<file path="src/rtl/bpt_pkg.sv">
package bpt_pkg;
  parameter int unsigned LEAD_W  = 2;
  parameter int unsigned ACT_W   = 3;
  parameter int unsigned TRAIL_W = 2;

  localparam int unsigned MAX_W = (ACT_W > LEAD_W)
                                  ? ((ACT_W > TRAIL_W) ? ACT_W : TRAIL_W)
                                  : ((LEAD_W > TRAIL_W) ? LEAD_W : TRAIL_W);
  // doubled field fits in one extra bit
  localparam int unsigned CNT_W = MAX_W + 1;

  typedef struct packed {
    logic               use_rdy;
    logic               dbl;
    logic [TRAIL_W-1:0] wr_trail;
    logic [ACT_W-1:0]   wr_act;
    logic [LEAD_W-1:0]  wr_lead;
    logic [TRAIL_W-1:0] rd_trail;
    logic [ACT_W-1:0]   rd_act;
    logic [LEAD_W-1:0]  rd_lead;
  } zone_cfg_t;

  localparam int unsigned CFG_W = $bits(zone_cfg_t);

  typedef struct packed {
    logic [CNT_W-1:0] lead;
    logic [CNT_W-1:0] act;
    logic [CNT_W-1:0] trail;
    logic             use_rdy;
    logic             write;
  } acc_plan_t;

  typedef enum logic [2:0] {
    ST_IDLE  = 3'd0,
    ST_LEAD  = 3'd1,
    ST_ACT   = 3'd2,
    ST_TRAIL = 3'd3,
    ST_DONE  = 3'd4
  } seq_state_e;
endpackage

</file>
<file path="src/rtl/bpt_cfg_regs.sv">
module bpt_cfg_regs
  import bpt_pkg::*;
#(
  parameter int unsigned NUM_ZONES = 4,
  parameter int unsigned ZONE_W    = 2
) (
  input  logic              clk_i,
  input  logic              rst_ni,
  input  logic              we_i,
  input  logic [ZONE_W-1:0] wzone_i,
  input  zone_cfg_t         wdata_i,
  input  logic [ZONE_W-1:0] rzone_i,
  output zone_cfg_t         rdata_o
);
  zone_cfg_t cfg_q [NUM_ZONES];

  for (genvar z = 0; z < NUM_ZONES; z++) begin : g_zone
    always_ff @(posedge clk_i or negedge rst_ni) begin
      if (!rst_ni) begin
        cfg_q[z] <= '0;
      end else if (we_i && (32'(wzone_i) == z)) begin
        cfg_q[z] <= wdata_i;
      end
    end
  end

  always_comb begin
    rdata_o = '0;
    for (int z = 0; z < NUM_ZONES; z++) begin
      if (32'(rzone_i) == z) rdata_o = cfg_q[z];
    end
  end
endmodule

</file>
<file path="src/rtl/bpt_phase_calc.sv">
module bpt_phase_calc
  import bpt_pkg::*;
(
  input  zone_cfg_t cfg_i,
  input  logic      write_i,
  output acc_plan_t plan_o
);
  function automatic logic [CNT_W-1:0] scale(input logic [CNT_W-1:0] v, input logic d);
    return d ? (v << 1) : v;
  endfunction

  logic [CNT_W-1:0] lead_raw, act_raw, trail_raw;

  always_comb begin
    if (write_i) begin
      lead_raw  = CNT_W'(cfg_i.wr_lead);
      act_raw   = CNT_W'(cfg_i.wr_act);
      trail_raw = CNT_W'(cfg_i.wr_trail);
    end else begin
      lead_raw  = CNT_W'(cfg_i.rd_lead);
      act_raw   = CNT_W'(cfg_i.rd_act);
      trail_raw = CNT_W'(cfg_i.rd_trail);
    end
    plan_o.lead    = scale(lead_raw, cfg_i.dbl);
    plan_o.act     = scale(act_raw, cfg_i.dbl);
    plan_o.trail   = scale(trail_raw, cfg_i.dbl);
    plan_o.use_rdy = cfg_i.use_rdy;
    plan_o.write   = write_i;
  end
endmodule

</file>
<file path="src/rtl/bpt_seq.sv">
module bpt_seq
  import bpt_pkg::*;
(
  input  logic      clk_i,
  input  logic      rst_ni,
  input  logic      req_valid_i,
  input  acc_plan_t plan_i,
  input  logic      rdy_i,
  output logic      idle_o,
  output logic      cs_o,
  output logic      rd_o,
  output logic      wr_o,
  output logic      done_o
);
  localparam logic [CNT_W-1:0] ONE = CNT_W'(1);

  seq_state_e       state_q;
  logic [CNT_W-1:0] cnt_q;
  acc_plan_t        plan_q;
  logic             act_go;

  // past the programmed count, leave unless ready holds us
  assign act_go = (cnt_q == '0) && (!plan_q.use_rdy || rdy_i);

  always_ff @(posedge clk_i or negedge rst_ni) begin
    if (!rst_ni) begin
      state_q <= ST_IDLE;
      cnt_q   <= '0;
      plan_q  <= '0;
    end else begin
      unique case (state_q)
        ST_IDLE: begin
          if (req_valid_i) begin
            plan_q <= plan_i;
            if (plan_i.lead != '0) begin
              state_q <= ST_LEAD;
              cnt_q   <= plan_i.lead - ONE;
            end else begin
              state_q <= ST_ACT;
              cnt_q   <= plan_i.act;
            end
          end
        end
        ST_LEAD: begin
          if (cnt_q == '0) begin
            state_q <= ST_ACT;
            cnt_q   <= plan_q.act;
          end else begin
            cnt_q <= cnt_q - ONE;
          end
        end
        ST_ACT: begin
          if (cnt_q != '0) begin
            cnt_q <= cnt_q - ONE;
          end else if (act_go) begin
            if (plan_q.trail != '0) begin
              state_q <= ST_TRAIL;
              cnt_q   <= plan_q.trail - ONE;
            end else begin
              state_q <= ST_DONE;
            end
          end
        end
        ST_TRAIL: begin
          if (cnt_q == '0) state_q <= ST_DONE;
          else             cnt_q   <= cnt_q - ONE;
        end
        ST_DONE: state_q <= ST_IDLE;
        default: state_q <= ST_IDLE;
      endcase
    end
  end

  assign idle_o = (state_q == ST_IDLE);
  assign cs_o   = (state_q == ST_LEAD) || (state_q == ST_ACT) || (state_q == ST_TRAIL);
  assign rd_o   = (state_q == ST_ACT) && !plan_q.write;
  assign wr_o   = (state_q == ST_ACT) &&  plan_q.write;
  assign done_o = (state_q == ST_DONE);
endmodule

</file>
<file path="src/rtl/bus_phase_timer.sv">
module bus_phase_timer
  import bpt_pkg::*;
#(
  parameter int unsigned NUM_ZONES = 4,
  parameter int unsigned ZONE_W    = (NUM_ZONES > 1) ? $clog2(NUM_ZONES) : 1
) (
  input  logic              clk_i,
  input  logic              rst_ni,
  input  logic              cfg_we_i,
  input  logic [ZONE_W-1:0] cfg_zone_i,
  input  logic [CFG_W-1:0]  cfg_data_i,
  input  logic              req_valid_i,
  input  logic [ZONE_W-1:0] req_zone_i,
  input  logic              req_write_i,
  output logic              req_ready_o,
  input  logic              rdy_i,
  output logic              cs_o,
  output logic              rd_o,
  output logic              wr_o,
  output logic              done_o
);
  zone_cfg_t sel_cfg;
  acc_plan_t plan;

  bpt_cfg_regs #(
    .NUM_ZONES (NUM_ZONES),
    .ZONE_W    (ZONE_W)
  ) u_cfg (
    .clk_i   (clk_i),
    .rst_ni  (rst_ni),
    .we_i    (cfg_we_i),
    .wzone_i (cfg_zone_i),
    .wdata_i (zone_cfg_t'(cfg_data_i)),
    .rzone_i (req_zone_i),
    .rdata_o (sel_cfg)
  );

  bpt_phase_calc u_calc (
    .cfg_i   (sel_cfg),
    .write_i (req_write_i),
    .plan_o  (plan)
  );

  bpt_seq u_seq (
    .clk_i       (clk_i),
    .rst_ni      (rst_ni),
    .req_valid_i (req_valid_i),
    .plan_i      (plan),
    .rdy_i       (rdy_i),
    .idle_o      (req_ready_o),
    .cs_o        (cs_o),
    .rd_o        (rd_o),
    .wr_o        (wr_o),
    .done_o      (done_o)
  );
endmodule

</file>
<file path="config.mk">
export PLATFORM = sky130hd
export DESIGN_NAME = bus_phase_timer
export DESIGN_NICKNAME = d
export VERILOG_FILES = /design/src/rtl/bpt_pkg.sv /design/src/rtl/bpt_cfg_regs.sv /design/src/rtl/bpt_phase_calc.sv /design/src/rtl/bpt_seq.sv /design/src/rtl/bus_phase_timer.sv
export SDC_FILE = /design/constraint.sdc
export NUM_CORES = 1
export LEC_CHECK = 0
export BUFFER_PORTS_ARGS = -buffer_cell sky130_fd_sc_hd__buf_4
export CAP_MARGIN = 20
export CORE_MARGIN = 4
export CORE_UTILIZATION = 54
export DETAILED_ROUTE_END_ITERATION = 10
export GPL_ROUTABILITY_DRIVEN = 0
export GPL_TIMING_DRIVEN = 0
export PLACE_DENSITY = 0.76
export REMOVE_ABC_BUFFERS = 1
export SLEW_MARGIN = 20
export SYNTH_ARGS = -nofsm -noshare
export SYNTH_HDL_FRONTEND = slang
export SYNTH_HIERARCHICAL = 1
export SYNTH_SLANG_ARGS = --single-unit
</file>
<file path="constraint.sdc">
create_clock -name clk_i -period 2.1 [get_ports clk_i]
set_input_delay 0.21 -clock clk_i [delete_from_list [all_inputs] [get_ports clk_i]]
set_output_delay 0.21 -clock clk_i [all_outputs]
set_load 0.01 [all_outputs]
</file>
==> results.yml <==
global_route:
  grt_overflow_total: 0
  grt_max_degree: 82
  globalRouteTotalUtil_pct: 18.9
  grt_pass1_wl_um: 13000
  grt_pass1_vias: 2662
  antenna_found_initial: 0
die:
  floorplan.initialDensity_pct: 56.8
  die_w_um: 96.3
  dieHeight_um: 96.3
  die_area_um2: 9280
  core_um2: 7410
  rows: 31
  top_level_ports: 31
power:
  p_total_uw: 5410
  p_leak_uw: 0.00202
  peakVddDrop_mv: 0.562
  p_per_area_nw_per_um2: 1140
worst_setup_path:
  critPathLaunchType: "register"
  crit_chain: "mux4_2, mux2i_2, buf_4, buf_4, nor2b_1, or3_4, nand2_1, o211ai_1, a31oi_1"
  path_class: "reg -> reg"
  required_ps: 2370
  slowest_delay_ps: 480
  slowest_stage: "mux4_2"
  end_kind: "register"
  arrival_ps: 2550
  crit_top_cell: "buf_4"
  cp_max_fo: 5
clock_tree:
  cts.clk_slew.worst_paths_ps: 80
  insertion_delay_ps: 340
  root_buffer: "clkbuf_8"
  htree_levels: 3
  cts_max_path_buffers: 2
  cts_tree: "done"
  cts_inserted_buffers: 9
  cts_sinks: 81
routing:
  drt_iter0_drc: 92
  antenna_left: 0
  drc: 0
  routedWlPerCell_um: 17.8
  via_count: 2585
  dr.pass1.iters: 6
  wl_um: 8050
  vias_per_cell: 5.72
placement:
  dp_hpwl_um: 5040
  port_buffers: 30
  post-place-cells: 427
  place_ws_ps: -598
cells_and_area:
  layout_commonest_cell: "dfrtp_1"
  final_nets: 379
  drive_gt1_share_pct: 45.3
  n_antenna_cell: 0
  final_cells: 452
  mostFrequentLayoutCells: "dfrtp_1, mux2_2, buf_4"
  area_growth_pct: 12.9
timing:
  setup_violations: 6
  finClkSkew_ps: 5.68
  clock.fmax_mhz: 438
  final_hold_viol_count: 0
  rsz0062_at_grt: "true"
  finalCritPeriodShare_pct: 109
  drv_slew: 0
  final.setup.tns_ps: -884
  maxSlewHeadroom_pct: 36.9
  worst_slew_pin_slew_ps: 945
  setup_ws_ps: -183
  fin_crit_ps: 2280
logic_synthesis:
  syn_inst: 319
  yosysWarnings: 6
  ys_seq_elements: 81
  synth_edf_count: 0
  syn_avg_cell_area_um2: 13.2
  synth_area_um2: 4210
  synth.lib_cells_used.distinct: 49
  synth-main-ff-cell: "dfrtp_1"
  yosysSeqAreaShare_pct: 48.1
  synthArstFlopShare_pct: 100
status:
  violations: "negative setup slack"
  status: "finished with violations"
job:
  max_cap_viol_count: 0
worst_hold_path:
  holdCritPathClass: "in -> reg"
[final timing paths]
kind,start,to,slack [ps],depth (start not counted)
worst max-delay path,u_cfg/cfg_q[24],u_seq/cnt_q[1],-180,9
worst min-delay path,cfg_data_i[12],u_cfg/cfg_q[60],120,2
worst max register to register,u_cfg/cfg_q[24],u_seq/cnt_q[1],-180,9
worst min register to register,u_cfg/cfg_q[15],u_cfg/cfg_q[15],510,1
max in group asynchronous,rst_ni,u_cfg/cfg_q[40],1130,2
min in group asynchronous,rst_ni,u_seq/state_q[0],450,2
[kinds of logic after synthesis]
logic type                 after synthesis  share of synthesized area (%)
DFF                                     81                           48.1
AOI/OAI and AO/OA                       34                           5.53
adders and majority gates                5                           1.49
buffers and inverters                   35                           5.14
and+or+nand+nor                         62                           8.91
other                                    1                         0.0890
muxes                                   98                           30.1
xor gates and xnor gates                 3                          0.624
[worst max-delay path, delay by kind of cell (launching register included)]
kind	cells	cell delay, ps
compound gates	2	260
simple gates	3	590
buf+inv	2	240
flops	1	390
mux	2	720
[repair_timing]
| item | 4_1_cts | 5_1_grt |
|---|---|---|
| pin swaps | 5 | 2 |
| buffers inserted | 6 | 2 |
| gates resized for setup | 9 | 8 |
| hold buffers | 0 | 1 |
| hold endpoints to repair | 0 | 81 |
| endpoints found under the setup margin | 6 | 6 |
[per-layer routing]
layer  GRT usage [%]  share of wire [%]
met5               0                  0
met4            7.36                1.4
met3            4.07                4.0
met2            30.1                 50
met1            25.4                 44
[Yosys cell counts (2+ instances only)]
cell,instances,area [um^2]
xnor2_1,3,26.3
o22ai_1,3,18.8
nor2_1,17,63.8
a21oi_1,9,45.0
nand3b_2,2,22.5
o211ai_1,2,15.0
buf_2,6,30.0
nand2_1,9,33.8
buf_4,9,67.6
and2_1,2,12.5
nand2b_1,4,25.0
nor3b_1,2,15.0
mux4_2,16,360
o32ai_1,2,17.5
mux2_2,69,777
nor2b_1,3,18.8
nor4_1,2,12.5
nor3b_2,2,25.0
ha_1,5,62.6
a31oi_1,3,18.8
mux2i_1,13,130
clkbuf_8,2,27.5
o21ai_0,6,30.0
inv_1,13,48.8
buf_6,3,33.8
dfrtp_1,81,2030
nor3_1,9,45.0
[area by class of cell]
cell class / count / area, um^2
clock buffers: 11 / 141
well taps: 99 / 124
flip-flops and latches: 81 / 2030
multi-input cells: 204 / 2050
inverters: 13 / 48.8
fillers: 567 / 2650
clock inverters: 5 / 62.6
repair buffers: 39 / 299
[power by group]
group	switching, uW	internal [uW]
Clock	586	591
Combinational	928	1040
Sequential	320	1950
[stage by stage]
step / hold slack [ps] / instance area [um^2] / utilization (%)
final: 118 / 4760 / 64.2
after global routing: 107 / 4760 / 64.2
after CTS: 62.0 / 4680 / 63.2
after detailed placement: 442 / 4400 / 59.3
after global placement: 427 / 4400 / 59.3
after floorplan: -85.6 / 4050 / -
[state kept, by name, indices dropped and copies added, names as in the netlist]
signal and count:
u_seq/state_q 3, u_seq/plan_q 10, u_cfg/cfg_q 64, u_seq/cnt_q 4
Note: power is estimated with default switching activity, not from simulation.
